==> src/rtl/pinsense_pkg.sv <==
// Shared encodings for the pin event sense detector.
// Assumes a three-bit mode field per pin; codes 6 and 7 are unused and quiet.
package pinsense_pkg;

    localparam int MODE_W = 3;

    typedef enum logic [MODE_W-1:0] {
        SENSE_OFF   = 3'd0,
        SENSE_ANY   = 3'd1,
        SENSE_RISE  = 3'd2,
        SENSE_FALL  = 3'd3,
        SENSE_NOBUF = 3'd4,
        SENSE_LOW   = 3'd5
    } sense_mode_e;

endpackage

==> src/rtl/pinsense_history.sv <==
// Holds the pin levels seen on the previous clock.
// Assumes levels are already synchronous. The register is loaded on every
// clock, reset included, so the first clock after reset sees no false edge.
module pinsense_history #(
    parameter int NPINS = 8
) (
    input  logic             clk,
    input  logic [NPINS-1:0] level_i,
    output logic [NPINS-1:0] prev_o
);

    logic [NPINS-1:0] prev_q;

    // Capture current levels; reset deliberately loads the same value.
    always_ff @(posedge clk) begin
        prev_q <= level_i;
    end

    assign prev_o = prev_q;

endmodule

==> src/rtl/pinsense_decode.sv <==
// Per-pin event decision: compares current and previous level under each
// pin's sense mode and reports which pins fire this clock.
// Assumes mode fields are packed three bits per pin, pin 0 lowest.
module pinsense_decode
    import pinsense_pkg::*;
#(
    parameter int NPINS = 8
) (
    input  logic                    clk,
    input  logic                    rst_n,
    input  logic [NPINS-1:0]        cur_i,
    input  logic [NPINS-1:0]        prev_i,
    input  logic [NPINS*MODE_W-1:0] mode_i,
    output logic [NPINS-1:0]        fire_o
);

    for (genvar g = 0; g < NPINS; g++) begin : g_pin
        logic [MODE_W-1:0] m;
        logic              hit;

        assign m = mode_i[g*MODE_W +: MODE_W];

        // Choose the event condition selected by this pin's mode.
        always_comb begin
            case (m)
                SENSE_ANY:  hit = cur_i[g] ^ prev_i[g];
                SENSE_RISE: hit = cur_i[g] & ~prev_i[g];
                SENSE_FALL: hit = ~cur_i[g] & prev_i[g];
                SENSE_LOW:  hit = ~cur_i[g];
                default:    hit = 1'b0;
            endcase
        end

        assign fire_o[g] = hit;

        // quiet modes never produce an event.
        assert_quiet_modes_R6: assert property (@(posedge clk) disable iff (!rst_n)
            (m == SENSE_OFF || m == SENSE_NOBUF || m == 3'd6 || m == 3'd7) |-> !fire_o[g]);

        // a low level under level mode always fires.
        assert_low_level_R5: assert property (@(posedge clk) disable iff (!rst_n)
            (m == SENSE_LOW && !cur_i[g]) |-> fire_o[g]);
    end

endmodule

==> src/rtl/pinsense_flags.sv <==
// Sticky event flag bank with write-one-to-clear and a combined request.
// Assumes a new event outranks a clear on the same bit in the same clock.
module pinsense_flags #(
    parameter int NPINS = 8
) (
    input  logic             clk,
    input  logic             rst_n,
    input  logic [NPINS-1:0] fire_i,
    input  logic [NPINS-1:0] clr_i,
    output logic [NPINS-1:0] flags_o,
    output logic             irq_o
);

    logic [NPINS-1:0] flags_q;

    // Update flags: clear requested bits, then merge new events.
    always_ff @(posedge clk) begin
        if (!rst_n) begin
            flags_q <= '0;
        end else begin
            flags_q <= (flags_q & ~clr_i) | fire_i;
        end
    end

    assign flags_o = flags_q;
    assign irq_o   = |flags_q;

    // a set flag stays set unless a clear was requested.
    assert_sticky_R7: assert property (@(posedge clk) disable iff (!rst_n)
        ((($past(flags_q) & ~$past(clr_i)) & ~flags_q) == '0));

    // a newly set bit always traces back to an event on the prior clock.
    assert_set_from_event_R8: assert property (@(posedge clk) disable iff (!rst_n)
        (((flags_q & ~$past(flags_q)) & ~$past(fire_i)) == '0));

    // the request only drops after a clear was presented.
    assert_irq_drop_R9: assert property (@(posedge clk) disable iff (!rst_n)
        $fell(irq_o) |-> ($past(clr_i) != '0));

endmodule

==> src/rtl/pin_event_sense.sv <==
// Top of the pin event sense detector: previous-level register, per-pin
// decode and sticky flag bank.
// Assumes pin_level is synchronous to clk and reset is synchronous, active low.
module pin_event_sense
    import pinsense_pkg::*;
#(
    parameter int NPINS = 8
) (
    input  logic                    clk,
    input  logic                    rst_n,
    input  logic [NPINS-1:0]        pin_level,
    input  logic [NPINS*MODE_W-1:0] pin_mode,
    input  logic [NPINS-1:0]        flag_clear,
    output logic [NPINS-1:0]        flags,
    output logic                    irq
);

    logic [NPINS-1:0] prev_lvl;
    logic [NPINS-1:0] fire;

    pinsense_history #(.NPINS(NPINS)) u_history (
        .clk     (clk),
        .level_i (pin_level),
        .prev_o  (prev_lvl)
    );

    pinsense_decode #(.NPINS(NPINS)) u_decode (
        .clk    (clk),
        .rst_n  (rst_n),
        .cur_i  (pin_level),
        .prev_i (prev_lvl),
        .mode_i (pin_mode),
        .fire_o (fire)
    );

    pinsense_flags #(.NPINS(NPINS)) u_flags (
        .clk     (clk),
        .rst_n   (rst_n),
        .fire_i  (fire),
        .clr_i   (flag_clear),
        .flags_o (flags),
        .irq_o   (irq)
    );

endmodule

==> config.mk <==
export PLATFORM = sky130hd
export DESIGN_NAME = pin_event_sense
export DESIGN_NICKNAME = d
export VERILOG_FILES = /design/src/rtl/pinsense_pkg.sv /design/src/rtl/pinsense_history.sv /design/src/rtl/pinsense_decode.sv /design/src/rtl/pinsense_flags.sv /design/src/rtl/pin_event_sense.sv
export SDC_FILE = /design/constraint.sdc
export NUM_CORES = 1
export LEC_CHECK = 0
export BUFFER_PORTS_ARGS = -buffer_cell sky130_fd_sc_hd__buf_2
export CELL_PAD_IN_SITES_DETAIL_PLACEMENT = 1
export CELL_PAD_IN_SITES_GLOBAL_PLACEMENT = 1
export CORE_ASPECT_RATIO = 1.5
export CORE_MARGIN = 3
export CORE_UTILIZATION = 36
export CTS_CLUSTER_SIZE = 14
export DETAILED_ROUTE_END_ITERATION = 10
export GPL_TIMING_DRIVEN = 0
export PLACE_DENSITY = 0.95
export SETUP_SLACK_MARGIN = 0.5
export SYNTH_ARGS = -nofsm -noshare
export SYNTH_HDL_FRONTEND = slang
export SYNTH_SLANG_ARGS = --single-unit
==> constraint.sdc <==
create_clock -name clk -period 3.4 [get_ports clk]
set_clock_uncertainty 0.2 [all_clocks]
set_input_delay 0.68 -clock clk [delete_from_list [all_inputs] [get_ports clk]]
set_output_delay 0.68 -clock clk [all_outputs]
set_load 0.005 [all_outputs]
Word-level counts from Yosys, hierarchy flattened

Index checks and enable logic that the tools add are counted.

Bitwise operators: 43
Equal/unequal tests: 32
Magnitude comparators: 0
Shifts and indexed selects: 0
Multiplexer cells: 8
Div/mod/pow operators: 0
Multipliers: 0
Reduce and logical (&&, ||, !) cells: 1
Add/subtract/negate cells: 0

Operators with widths:

| cell                                                                   | count |
|---|---|
| 3-bit by 2-bit equality test with 1-bit output (second input constant) | 16 |
| 1-bit one-hot mux with 4 select lines                                  | 8 |
| 3-bit by 1-bit equality test with 1-bit output (second input constant) | 8 |
| 3-bit equality test (second input constant)                            | 8 |
| 1-bit AND                                                              | 16 |
| 1-bit inverter                                                         | 16 |
| 8-bit AND                                                              | 1 |
| 8-bit inverter                                                         | 1 |
| 8-bit OR                                                               | 1 |
| 8-bit OR reduction                                                     | 1 |
| 1-bit bitwise XOR                                                      | 8 |

Word-level logic and storage cells: 86
Bits of input ports: 42
Memory bits (writable): 0
Output and inout port bits: 9
Memories kept: 0
Bits in latches: 0
Register bits after elaboration: 16
Bits in read-only memories: 0

Logic depth before layout (Yosys ltp)

Depth in word-level cells: 4
Mapped depth: 5
Mapped depth without buffers: 5

Hierarchy

A second synthesis with hierarchy kept.

Cell total of the unflattened synthesis: 132
Area, all modules: 1118.6 um^2

Modules (own cells, without submodules):

| module           | cells each | times used | sequential area each (um^2) | area an instance (um^2) |
|---|---|---|---|---|
| pinsense_decode  | 96         | 1          | 0.0                         | 666.9 |
| pinsense_flags   | 28         | 1          | 160.2                       | 291.5 |
| pinsense_history | 8          | 1          | 160.2                       | 160.2 |

Least setup slack after synthesis

OpenSTA, ideal clock, no wires.

Kind: in2reg
Start point: input pin_level[1]
End point: register u_flags.flags_q[1], in the netlist u_flags.flags_o[1]
Cell stages on the path: 5
Arrival: 1.504 ns
Path buffers: 0
Setup time: 0.059 ns
Path slack: 1.637 ns
Required time: 3.141 ns
Cells stage by stage: inv_1 ha_1 mux2_4 nor3b_2 o31a_1

Longest elaborated chain between the ends: 4
Elaborated cells between the ends (all ways): 6
Classes of those cells: mux: 1; bitwise: 5

RTL lines:

| item                                      | RTL line                                     | source |
|---|---|---|
| from (decl)                               | pin_event_sense.sv:11                        | `input logic [NPINS-1:0] pin_level,` |
| 1-bit inverter                            | pinsense_decode.sv:28, pinsense_decode.sv:29 |  |
| 1-bit AND                                 | pinsense_decode.sv:28                        | `SENSE_FALL: hit = ~cur_i[g] & prev_i[g];` |
| 1-bit one-hot mux with 4 select lines (*) | pinsense_decode.sv:25                        | `case (m)` |
| 8-bit OR (*)                              | pinsense_flags.sv:21                         | `flags_q <= (flags_q & ~clr_i) \| fire_i;` |
| to (signal assigned)                      | pinsense_flags.sv:21                         |  |
| to (decl)                                 | pinsense_flags.sv:14                         | `logic [NPINS-1:0] flags_q;` |

Mark *: on every way between the ends. The rest lies on a longest branch, timed or not.
A chain may end at the register's enable or synchronous reset.

Worst setup path after layout

Start point: register u_flags.flags_q[1], in the netlist u_flags.flags_o[1]
End point: output irq

Longest elaborated chain between the ends: 1

RTL lines:

| item               | RTL line              | source |
|---|---|---|
| 8-bit OR reduction | pinsense_flags.sv:26  | `assign irq_o = \|flags_q;` |
| to (decl)          | pin_event_sense.sv:15 | `output logic irq` |

No other way between the ends.

==> reports/results.tsv <==
metric	value	unit
clk_pin_slew	0.06	ns
die_area	0.003672	mm2
syn_nets	160	
portBuffers	49	
syn_avg_cell_area	10.48	um2
netlist.area_leader.share	0.2998	
globalRoute.totalOverflow	0	
utilization	0.5072	
fp.dieH	72.73	um
drt-initial-drc-count	12	
crit_fanout	3	
pin_count	51	
hold_buffers	0	
ys_seq_area_frac	0.2998	
grt_max_degree	10	
hold_violations	0	
fin_crit	2.052	ns
dp_worst_setup_slack	1.421	ns
power-per-cell-area	322.4	mW/mm2
grt_pass1_wl	4236	um
tightest_slew	0.4660	ns
finalCritPeriodShare	0.6034	
arrival	1.17	ns
yosys-top-cells-area	dfxtp_1, ha_1, mux2_4	
setup_violations	0	
clock_latency	0.24	ns
firstDrtPassIters	3	
dp_hpwl	2437	um
place_congestion	0.6489	
holdWs	0.3808	ns
grt_pass1_vias	997	
hold_class	in -> reg	
cpPeakStageDelay	0.38	ns
antenna_found_initial	0	
synthesis.area	0.001069	mm2
synthCells	102	
yosys.area.top_type	dfxtp_1	
cts_tree	built	
max_freq	487.4	MHz
crit_type	reg -> out	
rows	23	
status	completed	
track_usage	0.1538	
cts-root-buf	clkbuf_8	
crit_chain	nor4_1 > nand2_1 > buf_2	
syn_to_final_growth	31.15	%
synth_seq_cells	16	
rsz0062_at_grt	no	
required	2.52	ns
p_switching	0.0001135	W
synthDistinctLibCells	17	
max_slew_margin	0.6894	
cts_max_level	1	
ir_drop	245.8	uV
synth_warnings	0	
critPathTopFamily	simple AND/OR/NAND/NOR gates	
cts_setup_buffers	0	
antenna_cells	0	
cp-start-kind	flop	
layout-drive-gt1-share	0.4286	
drc	0	
wire_per_inst	14.20	um
cts_buffers	3	
cp_num_buf_inv	1	
clockPowerShare	0.308	
ant_nets	0	
seq_power_share	0.457	
nets	214	
die_x	50.49	um
leakage	0.7573	nW
vias_per_cell	4.874	
cap_viol_max_count	0	
slowest_stage	nor4_1	
finalMaxSlewViolations	0	
final.setup.tns	0	ns
cts_resized	0	
crit_path_end_kind	primary output	
initial_core_util	0.3868	
combPwrFrac	0.235	
power.internal	0.0003384	W
layout_setup_ws	1.348	ns
coreArea	0.002763	mm2
switching_share	0.2512	
wl	2713	um
clockBufferDepth	2	
via_count	931	
cts.sinks	16	
-- worst reg2reg max path, stage by stage (launching register included) --
cell and delay [ns]:
dfxtp_1 0.32, ha_1 0.28, mux2_4 0.27, nor3b_2 0.15
o31a_1 0.14
-- synth_stat cells (all sizes together) --
master / instances
dfxtp: 16
ha: 16
inv: 16
nor3b: 14
nor2b: 8
mux2: 7
mux2i: 7
o31a: 7
nand2: 2
nor2: 2
nor4: 2
a21o: 1
a22oi: 1
a41o: 1
clkbuf: 1
o21ai: 1
-- routing by layer --
layer | vias to the layer above | share of wire | GRT usage
li1 | 457 | - | -
met1 | 436 | 0.32 | 0.1316
met2 | 36 | 0.61 | 0.3285
met3 | 2 | 0.068 | 0.03885
met4 | 0 | 0.0063 | 0.04491
met5 | - | 0 | 0
-- path summary, 6_finish.rpt --
| check | from | endpoint | slack (ns) | cells past startpoint |
|---|---|---|---|---|
| setup / recovery | u_flags.flags_o[1] | irq | 1.35 | 3 |
| hold reg to reg | u_flags.flags_o[5] | u_flags.flags_o[5] | 0.44 | 2 |
| hold / removal | pin_level[5] | u_history.prev_o[5] | 0.38 | 1 |
| setup reg to reg | u_history.prev_o[1] | u_flags.flags_o[1] | 1.99 | 4 |
-- final cells by class --
type	count	area (um2)
Buffer	1	3.754
Clock buffer	3	41.29
Fill cell	349	1361
Inverter	16	60.06
Multi-Input combinational cell	69	684.4
Sequential cell	16	320.3
Tap cell	37	46.29
Timing Repair Buffer	49	245.2
-- cell usage in the layout (no fill, tap or decap) --
cell / n
clkbuf_1: 1
nor2b_1: 8
nand2_1: 2
o31a_1: 7
nor3b_2: 7
a21o_1: 1
buf_2: 49
clkbuf_8: 3
nor2_1: 2
mux2_4: 7
nor3b_1: 7
mux2i_1: 7
dfxtp_1: 16
a22oi_1: 1
o21ai_0: 1
a41o_1: 1
ha_1: 16
nor4_1: 2
inv_1: 16
-- flip-flops by register name (all words and copies together), names as in the netlist --
register / count
u_flags.flags_o: 8
u_history.prev_o: 8
-- power by group through the flow --
stage	logic (W)	clock network (W)	registers, W
3_3_place_gp	0.0000985	0	0.000210
6_report	0.000106	0.000139	0.000206
4_1_cts	0.000108	0.000146	0.000207
2_1_floorplan	0.0000548	0	0.000210
3_5_place_dp	0.000108	0	0.000211
5_1_grt	0.000118	0.000152	0.000208
-- logic make-up after synthesis --
kind of cell | Yosys count | share of synthesized area
adder cells (fa/ha/maj) | 16 | 0.1874
buffers and inverters | 17 | 0.05972
AO/OA/AOI/OAI | 11 | 0.08548
AND/OR/NAND/NOR | 28 | 0.2037
multiplexers | 14 | 0.1639
flip-flops | 16 | 0.2998
-- through the flow --
stage	instance area, um2	power (W)	std cells
detailed placement	1360	0.0003190	188
floorplan	1069	0.0002644	102
global route	1401	0.0004786	191
CTS	1401	0.0004610	191
finish	1401	0.0004519	191
global placement	1360	0.0003082	188
(Power assumes the default switching activity.)
